## src/rtl/mcyc_pkg.sv

```systemverilog
package mcyc_pkg;
  localparam int unsigned DEF_ACC_W   = 8;
  localparam int unsigned DEF_DISP_W  = 8;
  localparam int unsigned DEF_BASE    = 13;
  localparam int unsigned DEF_ACC_WT  = 2;
  localparam int unsigned DEF_DISP_WT = 514;

  function automatic int unsigned span_max(input int unsigned base,
                                           input int unsigned acc_w,
                                           input int unsigned disp_w,
                                           input int unsigned acc_wt,
                                           input int unsigned disp_wt);
    return base + acc_wt * ((1 << acc_w) - 1) + disp_wt * ((1 << disp_w) - 1);
  endfunction
endpackage

```

## src/rtl/mcyc_span_calc.sv

```systemverilog
module mcyc_span_calc #(
  parameter int unsigned ACC_W   = 8,
  parameter int unsigned DISP_W  = 8,
  parameter int unsigned BASE    = 13,
  parameter int unsigned ACC_WT  = 2,
  parameter int unsigned DISP_WT = 514,
  parameter int unsigned CNT_W   = 18
) (
  input  logic [ACC_W-1:0]  acc_in,
  input  logic [DISP_W-1:0] disp_in,
  output logic [CNT_W-1:0]  span
);
  logic [CNT_W-1:0] acc_part;
  logic [CNT_W-1:0] disp_part;

  always_comb begin
    acc_part  = CNT_W'(ACC_WT) * CNT_W'(acc_in);
    disp_part = CNT_W'(DISP_WT) * CNT_W'(disp_in);
    span      = CNT_W'(BASE) + acc_part + disp_part;
  end
endmodule

```

## src/rtl/mcyc_down_counter.sv

```systemverilog
module mcyc_down_counter #(
  parameter int unsigned CNT_W = 18
) (
  input  logic             clk,
  input  logic             rst_n,
  input  logic             tick_en,
  input  logic             load,
  input  logic [CNT_W-1:0] load_val,
  output logic [CNT_W-1:0] remaining,
  output logic             busy,
  output logic             done
);
  logic [CNT_W-1:0] cnt_q, cnt_d;
  logic             busy_q, busy_d;
  logic             done_q, done_d;

  always_comb begin
    cnt_d  = cnt_q;
    busy_d = busy_q;
    done_d = 1'b0;
    if (!busy_q) begin
      if (load) begin
        cnt_d  = load_val;
        busy_d = (load_val != '0);
      end
    end else if (tick_en) begin
      cnt_d = cnt_q - 1'b1;
      if (cnt_q == CNT_W'(1)) begin
        busy_d = 1'b0;
        done_d = 1'b1;
      end
    end
  end

  always_ff @(posedge clk or negedge rst_n) begin
    if (!rst_n) begin
      cnt_q  <= '0;
      busy_q <= 1'b0;
      done_q <= 1'b0;
    end else begin
      cnt_q  <= cnt_d;
      busy_q <= busy_d;
      done_q <= done_d;
    end
  end

  assign remaining = cnt_q;
  assign busy      = busy_q;
  assign done      = done_q;
endmodule

```

## src/rtl/mcyc_fit_solver.sv

```systemverilog
module mcyc_fit_solver #(
  parameter int unsigned ACC_W   = 8,
  parameter int unsigned DISP_W  = 8,
  parameter int unsigned BASE    = 13,
  parameter int unsigned ACC_WT  = 2,
  parameter int unsigned DISP_WT = 514,
  parameter int unsigned CNT_W   = 18,
  parameter int unsigned MAX_LEN = 131593
) (
  input  logic [CNT_W-1:0]  req_len,
  output logic [ACC_W-1:0]  fit_acc,
  output logic [DISP_W-1:0] fit_disp
);
  localparam logic [CNT_W-1:0] ACC_TOP = CNT_W'((1 << ACC_W) - 1);

  logic [CNT_W-1:0] above;
  logic [CNT_W-1:0] blocks;
  logic [CNT_W-1:0] rest;
  logic [CNT_W-1:0] halves;

  always_comb begin
    above  = req_len - CNT_W'(BASE);
    blocks = above / CNT_W'(DISP_WT);
    rest   = above - blocks * CNT_W'(DISP_WT);
    halves = rest / CNT_W'(ACC_WT);
    if (halves > ACC_TOP) halves = ACC_TOP;
    if (req_len < CNT_W'(BASE)) begin
      fit_acc  = '0;
      fit_disp = '0;
    end else if (req_len > CNT_W'(MAX_LEN)) begin
      fit_acc  = '1;
      fit_disp = '1;
    end else begin
      fit_acc  = halves[ACC_W-1:0];
      fit_disp = blocks[DISP_W-1:0];
    end
  end
endmodule

```

## src/rtl/mcyc_delay_timer.sv

```systemverilog
module mcyc_delay_timer
  import mcyc_pkg::*;
#(
  parameter int unsigned ACC_W   = DEF_ACC_W,
  parameter int unsigned DISP_W  = DEF_DISP_W,
  parameter int unsigned BASE    = DEF_BASE,
  parameter int unsigned ACC_WT  = DEF_ACC_WT,
  parameter int unsigned DISP_WT = DEF_DISP_WT,
  parameter int unsigned MAX_LEN = span_max(BASE, ACC_W, DISP_W, ACC_WT, DISP_WT),
  parameter int unsigned CNT_W   = $clog2(MAX_LEN + 1)
) (
  input  logic              clk,
  input  logic              rst_n,
  input  logic              tick_en,
  input  logic              start,
  input  logic [ACC_W-1:0]  acc_in,
  input  logic [DISP_W-1:0] disp_in,
  output logic              busy,
  output logic              done,
  input  logic [CNT_W-1:0]  req_len,
  output logic [ACC_W-1:0]  fit_acc,
  output logic [DISP_W-1:0] fit_disp
);
  logic             rst_meta_n, rst_q_n;
  logic [CNT_W-1:0] span;
  logic [CNT_W-1:0] remaining;

  always_ff @(posedge clk or negedge rst_n) begin
    if (!rst_n) begin
      rst_meta_n <= 1'b0;
      rst_q_n    <= 1'b0;
    end else begin
      rst_meta_n <= 1'b1;
      rst_q_n    <= rst_meta_n;
    end
  end

  mcyc_span_calc #(
    .ACC_W(ACC_W), .DISP_W(DISP_W), .BASE(BASE),
    .ACC_WT(ACC_WT), .DISP_WT(DISP_WT), .CNT_W(CNT_W)
  ) u_span (
    .acc_in (acc_in),
    .disp_in(disp_in),
    .span   (span)
  );

  mcyc_down_counter #(.CNT_W(CNT_W)) u_cnt (
    .clk      (clk),
    .rst_n    (rst_q_n),
    .tick_en  (tick_en),
    .load     (start),
    .load_val (span),
    .remaining(remaining),
    .busy     (busy),
    .done     (done)
  );

  mcyc_fit_solver #(
    .ACC_W(ACC_W), .DISP_W(DISP_W), .BASE(BASE),
    .ACC_WT(ACC_WT), .DISP_WT(DISP_WT), .CNT_W(CNT_W), .MAX_LEN(MAX_LEN)
  ) u_fit (
    .req_len (req_len),
    .fit_acc (fit_acc),
    .fit_disp(fit_disp)
  );
endmodule

```

## config.mk

```make
export PLATFORM = sky130hd
export DESIGN_NAME = mcyc_delay_timer
export DESIGN_NICKNAME = d
export VERILOG_FILES = /design/src/rtl/mcyc_pkg.sv /design/src/rtl/mcyc_span_calc.sv /design/src/rtl/mcyc_down_counter.sv /design/src/rtl/mcyc_fit_solver.sv /design/src/rtl/mcyc_delay_timer.sv
export SDC_FILE = /design/constraint.sdc
export NUM_CORES = 1
export LEC_CHECK = 0
export BUFFER_PORTS_ARGS = -buffer_cell sky130_fd_sc_hd__clkbuf_2
export CELL_PAD_IN_SITES_DETAIL_PLACEMENT = 1
export CELL_PAD_IN_SITES_GLOBAL_PLACEMENT = 1
export CORE_ASPECT_RATIO = 0.5
export CORE_MARGIN = 3
export CORE_UTILIZATION = 40
export DETAILED_ROUTE_END_ITERATION = 12
export PLACE_DENSITY = 0.79
export SETUP_SLACK_MARGIN = 0.2
export SYNTH_ARGS = -nofsm -noshare
export SYNTH_HDL_FRONTEND = slang
export SYNTH_SLANG_ARGS = --single-unit
```

## constraint.sdc

```tcl
create_clock -name clk -period 13.05 [get_ports clk]
set_clock_uncertainty 0.2 [all_clocks]
set_input_delay 1.305 -clock clk [delete_from_list [all_inputs] [get_ports clk]]
set_output_delay 1.305 -clock clk [all_outputs]
set_load 0.03 [all_outputs]
```

==> results.toml, run 1 <==
[floorplan]
initial_core_util_pct = 42.5
num_rows = 28
dieHeight_um = 86.6
die_w_um = 167
ios = 56

[placement]
dp_hpwl_um = 19000
gp_congestion = 0.964
io_buffers = 55

[synthesis]
ys.flop_type = "dfrtp_1"
syn_area_per_cell_um2 = 7.35
syn_inst = 707
ys_seq_elements = 22
synth.net_count = 783
synthArstFlopShare_pct = 100
yosysWarnings = 0
syn_area_um2 = 5200
ys_seq_area_share_pct = 10.6
synth_edf_count = 0
synth_cell_type_count = 96

[cts]
ctsHtreeMaxLevel = 1
cts_root_buf = "clkbuf_16"
clockBufferDepth = 2
hold_buffers = 0
numCtsBuffers = 3
cts_sinks = 22

[outcome]
outcome = "aborted with a tool error"
lastStage = "global routing (5_1_grt)"
tool.error = "[ERROR GRT-0232] Routing congestion too high. Check the congestion heatmap in the GUI."

[global_routing]
grt_max_degree = 49
grt.overflow.total = 322
grt_usage_pct = 81.4

[sta]
grt-worst-endpoint = "fit_acc[2]"
worst_endpoint_kind = "primary output"
[cell usage after synthesis (all sizes together), types with 10 or more instances]
library cell,number,area (um^2)
a21o,17,128
a21oi,65,325
a31oi,10,62.6
and2,10,62.6
and3,11,73.8
clkbuf,12,45.0
dfrtp,22,551
ha,36,450
inv,39,146
nand2,50,188
nand2b,11,68.8
nand3,20,105
nor2,60,228
nor3,25,130
nor4,11,96.3
o21ai,47,235
o22ai,11,68.8
or2,12,77.6
xnor2,48,439
xor2,18,158
[per-stage QoR]
stage | worst slack (ns) | instances | hold slack (ns) | instance area [um^2] | util, %
3_5_place_dp | -1.08 | 1105 | 0.146 | 7210 | 59.0
3_3_place_gp | -0.301 | 1105 | 0.138 | 7210 | 59.0
2_1_floorplan | 0.208 | 707 | 0.0535 | 5330 | -
4_1_cts | -0.448 | 1154 | 0.161 | 8070 | 66.0
[cell families after synthesis]
logic type	Yosys count	synth area share (%)
xor gates and xnor gates	66	11.5
AOI/OAI and AO/OA	247	33.0
DFF	22	10.6
adders and majority gates	38	9.44
buffers and inverters	58	4.43
muxes	11	2.22
other	1	0.0722
and+or+nand+nor	264	28.8
[what timing repair did]
| action | in CTS |
|---|---|
| pin swaps | 60 |
| endpoints found under the setup margin | 8 |
| buffers inserted | 45 |
| gates resized for setup | 92 |
[metal layers]
metal	GRT usage, %	overflow
met1	78.4	0
met5	25.1	0
met2	98.3	194
met4	90.3	123
met3	67.7	5
==> inputs of run 2 (changes only) <==
--- a/config.mk
+++ b/config.mk
@@ -6,14 +6,10 @@
 export NUM_CORES = 1
 export LEC_CHECK = 0
 export BUFFER_PORTS_ARGS = -buffer_cell sky130_fd_sc_hd__clkbuf_2
-export CELL_PAD_IN_SITES_DETAIL_PLACEMENT = 1
-export CELL_PAD_IN_SITES_GLOBAL_PLACEMENT = 1
-export CORE_ASPECT_RATIO = 0.5
 export CORE_MARGIN = 3
-export CORE_UTILIZATION = 40
+export CORE_UTILIZATION = 25
 export DETAILED_ROUTE_END_ITERATION = 12
-export PLACE_DENSITY = 0.79
-export SETUP_SLACK_MARGIN = 0.2
+export PLACE_DENSITY_LB_ADDON = 0.15
 export SYNTH_ARGS = -nofsm -noshare
 export SYNTH_HDL_FRONTEND = slang
 export SYNTH_SLANG_ARGS = --single-unit
==> constraint.sdc (replaced) <==
create_clock -name clk -period 16.96 [get_ports clk]
set_clock_uncertainty 0.2 [all_clocks]
set_input_delay 1.696 -clock clk [delete_from_list [all_inputs] [get_ports clk]]
set_output_delay 1.696 -clock clk [all_outputs]
set_load 0.03 [all_outputs]
==> run 2 against run 1 <==
Effect of this change: the flow now finishes without violations; area after synthesis unchanged; synthesized cell count unchanged.
==> results.toml, run 2 <==
[synthesis]
synth_fa_ha_area_share_pct = 9.44
synth_top_family_by_area = "compound AO/OA/AOI/OAI gates"
syn_area_um2 = 5200
synthArstFlopShare_pct = 100
synth_cell_type_count = 96
ys.flop_type = "dfrtp_1"
synth_area_leaders = "dfrtp_1, ha_1, xnor2_1, a21oi_1, nor2_1"
synth_edf_count = 0
ys_seq_elements = 22
synth_most_common_cell = "a21oi_1"
syn_inst = 707
synthMuxAreaShare_pct = 2.22
synth_top_area_share_pct = 10.6
synth_compound_area_share_pct = 33.0
yosysWarnings = 0
synth_largest_area_cell = "dfrtp_1"
synthTopCellsByCount = "a21oi_1, nor2_1, nand2_1"
synth.net_count = 783
ys_seq_area_share_pct = 10.6
syn_area_per_cell_um2 = 7.35
synthXorXnorAreaFrac_pct = 11.5
synth-simple-area-share_pct = 28.8

[worst_setup_path]
path_buf_inv = 4
setup.worst_path.class = "in -> out"
critPathArrivalTime_ns = 13.97
worstPathRequired_ns = 15.06
crit_path_max_fanout = 12
start_kind = "input port"
end_kind = "output pin"
critPathTopFamily = "compound AO/OA/AOI/OAI gates"
cpMostUsedCell = "a21oi_1"
slowest_delay_ns = 0.55
slowest_stage = "or3_1"

[sta]
drv_slew = 0
tightest_slew_ns = 0.869
whs_ns = 0.147
rsz0062_at_grt = "false"
timing.final.hold_violations = 0
slew_headroom_pct = 42.1
finalWorstSetupSlack_ns = 1.09
setup_viol = 0
fin_setup_tns_ns = 0
fmax_mhz = 63.0
fin_crit_sh_pct = 93.6
period_needed_ns = 15.87

[placement]
io_buffers = 55
dp_cells = 1019
place_ws_ns = 1.00
dp_hpwl_um = 14400
dpl_cell_area_um2 = 5770
gp_congestion = 0.838

[layout]
diodes = 0
fin_area_um2 = 5870
drive_gt1_share_pct = 14.6
final_cell_mix = "a21oi_1, nor2_1, clkbuf_2"
areaGrowthSynthToFinish_pct = 12.9
final_common_cell = "a21oi_1"
final-instance-count-excl-fill = 1022
largest_register_ff_count = 18
nets = 830

[global_routing]
grt.overflow.total = 0
grt_usage_pct = 14.9
grt_max_degree = 49
antenna_found_initial = 0
grt_pass1_vias = 5150
grt_first_pass_wirelength_um = 27500

[floorplan]
num_rows = 52
die_w_um = 150
dieArea_um2 = 22600
core_um2 = 20300
dieHeight_um = 150
ios = 56
initial_core_util_pct = 25.6

[route]
drc = 0
dr.pass1.iters = 5
via_per_inst = 5.38
via_count = 5496
wl_um = 17200
final_antenna_net_count = 0
routedWlPerCell_um = 16.9
drt_iter0_markers = 362

[cts]
cts_root_buf = "clkbuf_16"
cts_tree = "built"
numCtsBuffers = 3
clk_pin_slew_ns = 0.05
postCtsSetupBuffers = 0
hold_buffers = 0
ctsHtreeMaxLevel = 1
clk_latency_ns = 0.26
clockBufferDepth = 2
cts_sinks = 22

[power]
ir_worst_vdd_mv = 0.0326
p_leak_uw = 0.00238
p_per_area_nw_per_um2 = 72.4

[outcome]
outcome = "completed"

[hold_path]
holdCritPathClass = "reg -> reg"

[job]
maxCapViolCount = 0
==> run 2: path summary, 6_finish.rpt <==
check,startpoint,slack [ns],cells past startpoint,end
max,req_len[6],1.09,52,fit_acc[3]
min,rst_meta_n,0.15,0,rst_q_n
max reg2reg,u_cnt.remaining[2],14.05,8,u_cnt.remaining[17]
min reg2reg,rst_meta_n,0.15,0,rst_q_n
max in group asynchronous,rst_n,15.44,1,rst_q_n
min in group asynchronous,rst_q_n,0.16,0,u_cnt.remaining[7]
==> run 2: metal layers <==
layer	vias to the layer above	wire length (um)	GRT usage (%)	part of all wire, %
met5	-	0	0	0
met4	0	142	1.88	0.82
met3	13	671	0.602	3.9
met2	141	8210	25.8	48
met1	2568	8220	21.1	48
li1	2774	-	-	-
==> run 2: area by class of cell <==
| class | count | area [um^2] |
|---|---|---|
| Multi-Input combinational cell | 627 | 4450 |
| Timing Repair Buffer | 59 | 305 |
| Clock buffer | 3 | 75.1 |
| Tap cell | 270 | 338 |
| Inverter | 41 | 154 |
| Sequential cell | 22 | 551 |
| Fill cell | 2237 | 14400 |
==> run 2: power by group <==
| part | leakage (uW) | switching [uW] | internal [uW] |
|---|---|---|---|
| Combinational | 0.00208 | 172 | 115 |
| Clock | 0.0000370 | 18.4 | 31.1 |
| Sequential | 0.000261 | 19.0 | 69.5 |
==> run 2: cell families (layout without fill, tap and decap cells) <==
| kind of cell | after synthesis | after routing |
|---|---|---|
| buffers and inverters | 58 | 103 |
| other | 1 | 1 |
| AO/OA/AOI/OAI | 247 | 247 |
| adder cells (fa/ha/maj) | 38 | 38 |
| multiplexers | 11 | 11 |
| AND/OR/NAND/NOR | 264 | 264 |
| flip-flops | 22 | 22 |
| XOR/XNOR | 66 | 66 |
==> run 2: stage by stage <==
step	util, %	power [uW]
after floorplan	-	302
after global placement	28.4	380
after detailed placement	28.4	375
after CTS	28.8	427
after global routing	28.9	470
final	28.9	425
==> run 2: repair_timing <==
item,in CTS,in global routing
gates resized for setup,0,4
setup endpoints to repair,0,8
hold endpoints to repair,0,0
Power figures use the tool's default switching activity.
